`src/rtl/mvx_unit.sv`:
```
module mvx_unit #(
  parameter int DW   = 16,
  parameter int TW   = 32,
  parameter int AW   = 44,
  parameter int FRAC = 12
) (
  input  logic                 clk,
  input  logic                 rst_n,
  input  logic                 wr_en,
  input  logic [5:0]           wr_addr,
  input  logic [TW-1:0]        wr_data,
  input  logic                 start,
  input  logic [1:0]           sel_mat,
  input  logic [1:0]           sel_vec,
  input  logic [1:0]           sel_tr,
  input  logic                 shift_en,
  input  logic                 clamp_pos,
  output logic                 busy,
  output logic                 done,
  output logic [2:0][AW-1:0]   acc_o,
  output logic [2:0][DW-1:0]   ir_o,
  output logic [2:0]           ovf_o,
  output logic [2:0]           sat_o,
  output logic                 inval_o,
  output logic                 err_o
);
  localparam int NM = 27;
  localparam int NV = 9;

  logic signed [DW-1:0] mat [NM];
  logic signed [DW-1:0] vec [NV];
  logic signed [TW-1:0] trn [NV];

  logic [1:0] mat_q, tr_q, row;
  logic       sf_q, lm_q;
  logic signed [DW-1:0] vq [3];

  logic [5:0] vaddr, taddr;
  assign vaddr = wr_addr - 6'd27;
  assign taddr = wr_addr - 6'd36;

  always_ff @(posedge clk or negedge rst_n) begin
    if (!rst_n) begin
      for (int i = 0; i < NM; i++) mat[i] <= '0;
      for (int i = 0; i < NV; i++) begin
        vec[i] <= '0;
        trn[i] <= '0;
      end
    end else if (wr_en) begin
      if (wr_addr < 6'd27)      mat[wr_addr[4:0]] <= wr_data[DW-1:0];
      else if (wr_addr < 6'd36) vec[vaddr[3:0]]   <= wr_data[DW-1:0];
      else if (wr_addr < 6'd45) trn[taddr[3:0]]   <= wr_data;
    end
  end

  logic [4:0] mbase;
  logic [3:0] tidx;
  logic signed [DW-1:0]   m [3];
  logic signed [TW-1:0]   t;
  logic signed [2*DW-1:0] p [3];
  logic signed [AW:0]     s1, s2, s3, tsh;
  logic signed [AW-1:0]   a2, a3, a4, res;
  logic signed [AW-1:0]   hi, lo;
  logic                   row_ov, row_sat;
  logic [DW-1:0]          row_ir;

  always_comb begin
    mbase = 5'(mat_q) * 5'd9 + 5'(row) * 5'd3;
    tidx  = 4'(tr_q) * 4'd3 + 4'(row);
    for (int k = 0; k < 3; k++) begin
      m[k] = (mat_q == 2'd3) ? '0 : mat[mbase + 5'(k)];
      p[k] = m[k] * vq[k];
    end
    t   = (tr_q == 2'd3) ? '0 : trn[tidx];
    tsh = (AW+1)'(t) <<< FRAC;
    s1  = (AW+1)'(p[0]) + (AW+1)'(p[1]);
    a2  = s1[AW-1:0];
    s2  = {a2[AW-1], a2} + (AW+1)'(p[2]);
    a3  = s2[AW-1:0];
    s3  = {a3[AW-1], a3} + tsh;
    a4  = s3[AW-1:0];
    row_ov = (s1[AW] ^ s1[AW-1]) | (s2[AW] ^ s2[AW-1]) | (s3[AW] ^ s3[AW-1]);
    res = sf_q ? (a4 >>> FRAC) : a4;
    hi  = AW'((1 << (DW-1)) - 1);
    lo  = lm_q ? '0 : -hi - 1;
    if (res > hi) begin
      row_ir = hi[DW-1:0]; row_sat = 1'b1;
    end else if (res < lo) begin
      row_ir = lo[DW-1:0]; row_sat = 1'b1;
    end else begin
      row_ir = res[DW-1:0]; row_sat = 1'b0;
    end
  end

  always_ff @(posedge clk or negedge rst_n) begin
    if (!rst_n) begin
      busy <= 1'b0; done <= 1'b0; row <= '0;
      mat_q <= '0; tr_q <= '0; sf_q <= 1'b0; lm_q <= 1'b0;
      for (int i = 0; i < 3; i++) vq[i] <= '0;
      acc_o <= '0; ir_o <= '0; ovf_o <= '0; sat_o <= '0; inval_o <= 1'b0;
    end else begin
      done <= 1'b0;
      if (start && !busy) begin
        busy <= 1'b1; row <= '0;
        mat_q <= sel_mat; tr_q <= sel_tr; sf_q <= shift_en; lm_q <= clamp_pos;
        for (int i = 0; i < 3; i++)
          vq[i] <= (sel_vec == 2'd3) ? ir_o[i] : vec[4'(sel_vec) * 4'd3 + 4'(i)];
        ovf_o <= '0; sat_o <= '0;
        inval_o <= (sel_mat == 2'd3);
      end else if (busy) begin
        acc_o[row] <= res;
        ir_o[row]  <= row_ir;
        ovf_o[row] <= row_ov;
        sat_o[row] <= row_sat;
        row <= row + 2'd1;
        if (row == 2'd2) begin
          busy <= 1'b0;
          done <= 1'b1;
        end
      end
    end
  end

  assign err_o = |{ovf_o, sat_o, inval_o};


  done_pulse_chk: assert property (@(posedge clk) disable iff (!rst_n)
    done |=> !done);


  done_idle_chk: assert property (@(posedge clk) disable iff (!rst_n)
    done |-> (!busy && $past(busy)));


  flag_clear_chk: assert property (@(posedge clk) disable iff (!rst_n)
    (start && !busy) |=> (ovf_o == 3'b000 && sat_o == 3'b000));


  floor_chk: assert property (@(posedge clk) disable iff (!rst_n)
    (done && lm_q) |-> (!ir_o[0][DW-1] && !ir_o[1][DW-1] && !ir_o[2][DW-1]));


  sat_bound_chk: assert property (@(posedge clk) disable iff (!rst_n)
    (done && sat_o[0]) |-> (ir_o[0] == 16'h7fff || ir_o[0] == 16'h8000 || ir_o[0] == 16'h0000));
endmodule

```
`config.mk`:
```
export PLATFORM = sky130hd
export DESIGN_NAME = mvx_unit
export DESIGN_NICKNAME = d
export VERILOG_FILES = /design/src/rtl/mvx_unit.sv
export SDC_FILE = /design/constraint.sdc
export NUM_CORES = 2
export LEC_CHECK = 0
export ABC_AREA = 1
export ABC_CLOCK_PERIOD_IN_PS = 33300
export BUFFER_PORTS_ARGS = -buffer_cell sky130_fd_sc_hd__buf_2
export CORE_AREA = 5 5 411 413
export DETAILED_ROUTE_END_ITERATION = 6
export DIE_AREA = 0 0 416 418
export PLACE_DENSITY_LB_ADDON = 0.2
export SKIP_CTS_REPAIR_TIMING = 1
export SYNTH_ARGS = -nofsm -noshare
export SYNTH_HDL_FRONTEND = slang
export SYNTH_SLANG_ARGS = --single-unit
export TNS_END_PERCENT = 20
```
`constraint.sdc`:
```
create_clock -name clk -period 33.3 [get_ports clk]
set_clock_uncertainty 0.05 [all_clocks]
set_input_delay 0 -clock clk [delete_from_list [all_inputs] [get_ports clk]]
set_output_delay 0 -clock clk [all_outputs]
set_load 0.05 [all_outputs]
```
==> results.yml <==
synth:
  synth-edff-count: 0
  ys_seq_area_frac: 0.3086
  yosysMostFrequentCell: "nand2_1"
  syn-num-nets: 12590
  syn_area_sq_mm: 0.08993
  synth_largest_area_cell: "dfrtp_1"
  ys_types: 65
  yosysTopAreaCellShare: 0.3086
  synth_common_cells: "nand2_1 (2718), o21ai_0 (1607), inv_1 (1515)"
  yosys_warnings: 0
  syn_area_per_cell_sq_um: 7.944
  syn_inst: 11320
  synth_area_leaders: "dfrtp_1 (31%), fa_1 (20%), nand2_1 (11%)"
  synth_flop_cell: "dfrtp_1"
  synthArstFlopShare: 1.000
  synth-seq-cells: 1109
run_status:
  status: "complete, but fails checks"
  violations: "hold timing"
routing:
  m1WireLength_um: 127400
  num_vias: 79730
  vias_per_cell: 5.927
  dr_wl_met2_um: 144900
  avgRoutedWirePerCell_um: 23.90
  dr.first_iter.drc_count: 9452
  drt-pass1-iter-count: 7
  routed_wl_um: 321500
  wl_met3_um: 31830
  top_layer: "met5"
  ant_nets: 0
  drc_errors: 0
cts:
  cts_buffers: 114
  htree_levels: 3
  clkTransAtPathRegs_ps: 60
  root_buffer: "clkbuf_16"
  clk_path_buf_depth: 3
  cts_num_sinks: 1109
  clk_latency_ps: 770
  cts_tree: "yes"
floorplanning:
  die_area_sq_mm: 0.1739
  ios: 240
  num_rows: 149
  core_sq_mm: 0.1644
  die_h_um: 418
  die_x_um: 416
  initial_utilization: 0.5469
grt:
  grtUsageTotal: 0.3648
  antenna_found_initial: 9
  grt_overflow: 0
  grt_max_degree: 228
  grt_pass1_vias: 78590
  grt_pass1_wl_um: 487500
timing:
  worst_pin_slew_ps: 1221
  slew_headroom: 0.1819
  finalSetupViolations: 0
  min_period_ps: 22370
  period_share: 0.6717
  slew_viol_final: 0
  fin_setup_tns_ps: 0
  rsz0062_at_grt: "no"
  whs_ps: -23.37
  fmax_mhz: 44.71
  hold_viol: 5
critical_path:
  regToRegEndpoint: "ir_o[13]"
  worstPathArrival_ps: 22960
  endpoint_kind: "flop"
  rr_worst_depth: 75
  cpMostUsedCell: "nand2_1"
  reg2reg_from: "row[0]"
  crit_required_ps: 33890
  r2r_slack_ps: 10930
  slowest_stage: "xor2_1"
  max_stage_delay_ps: 920
  worstPathMaxFanout: 53
  cp-start-kind: "flop"
  critPathKind: "flop to flop"
worst_hold_path:
  holdCritStartpoint: "wr_addr[4]"
  min_to: "mat[95]"
  hold_depth: 3
  hold_path_class: "primary input to flop"
flow_run:
  max_cap_viol_count: 0
placement:
  gp_congestion: 0.9942
  dp_hpwl_um: 232700
  port_buffers: 239
final_layout:
  num-fill-cells: 15020
  fin_nets: 12440
  drive_gt1_frac: 0.06664
  multi_input_area_sq_mm: 0.05369
  synthToLayoutAreaGrowth_pct: 7.832
  regArea_sq_mm: 0.02775
-- placed cells by master (no fill, tap or decap), types with 116 or more instances in the layout --
| cell | count |
|---|---|
| clkbuf_16 | 116 |
| inv_1 | 1507 |
| fa_1 | 892 |
| dfrtp_1 | 1109 |
| buf_2 | 237 |
| nand3_1 | 333 |
| nor2_1 | 725 |
| nand2_1 | 2707 |
| ha_1 | 323 |
| a21oi_1 | 582 |
| o211ai_1 | 129 |
| o21ai_0 | 1607 |
| buf_4 | 154 |
-- metrics by stage --
stage / std cells / utilization / hold slack (ps) / cell area, sq um / setup slack [ps]
after CTS: 13400 / 0.5865 / -811.0 / 96450 / 11530
after global routing: 13450 / 0.5897 / 5.965 / 96960 / 10160
after detailed placement: 13190 / 0.5621 / -13.10 / 92420 / 11590
after floorplan: 11320 / - / -345.6 / 89930 / 16610
final: 13450 / 0.5897 / -23.37 / 96970 / 10930
after global placement: 13190 / 0.5619 / -16.37 / 92400 / 10970
-- per-layer routing --
layer  vias to the layer above  track usage
met2                      4026       0.5682
met5                         -            0
met4                         2       0.1716
met1                     39140       0.4897
met3                       811      0.08054
li1                      35750            -
-- registers in the layout, indices dropped and copies added (netlist names) --
register,flops
sat_o,3
ir_o,48
inval_o,1
row,2
sf_q,1
mat,432
done,1
tr_q,2
busy,1
acc_o,132
vq,48
mat_q,2
lm_q,1
trn,288
ovf_o,3
vec,144
-- cell type report --
type | instances | share of cell area
antenna | 7 | 0.0001806
inverter | 1550 | 0.06010
sequential | 1109 | 0.2862
tap | 2189 | 0.02824
timing repair buffer | 444 | 0.03012
clock buffer | 166 | 0.03548
clock inverter | 39 | 0.006026
multi-input combinational | 7947 | 0.5537
-- worst max-delay path: cells and delay by family, from the launching register on --
kind                       cells  cell delay, ps
and+or+nand+nor               30            5530
adders and majority gates     19            9050
AOI/OAI and AO/OA             13            3130
DFF                            1             560
xor gates and xnor gates       2            1240
buffers and inverters         11            2490
-- kinds of logic after synthesis --
| group | count (synthesis) | share of synthesized area |
|---|---|---|
| buffers and inverters | 2264 | 0.09725 |
| adders and majority gates | 1224 | 0.2448 |
| DFF | 1109 | 0.3086 |
| muxes | 24 | 0.002671 |
| AOI/OAI and AO/OA | 2613 | 0.1588 |
| xor gates and xnor gates | 101 | 0.01000 |
| and+or+nand+nor | 3985 | 0.1778 |
-- how the worst max path moves through the flow --
stage	from	to	slack (ps)	cells after the start
2_1_floorplan	row[0]	ir_o[12]	16610	76
3_3_place_gp	row[0]	ir_o[41]	10970	75
3_5_place_dp	row[0]	ir_o[46]	11590	75
4_1_cts	row[0]	ir_o[13]	11530	75
5_1_grt	row[0]	ir_o[13]	10160	75
6_report	row[0]	ir_o[13]	10930	75
Power is left out: the tool's default activity adds up to more than one toggle a clock period on the data nets, which glitch-free logic cannot reach.
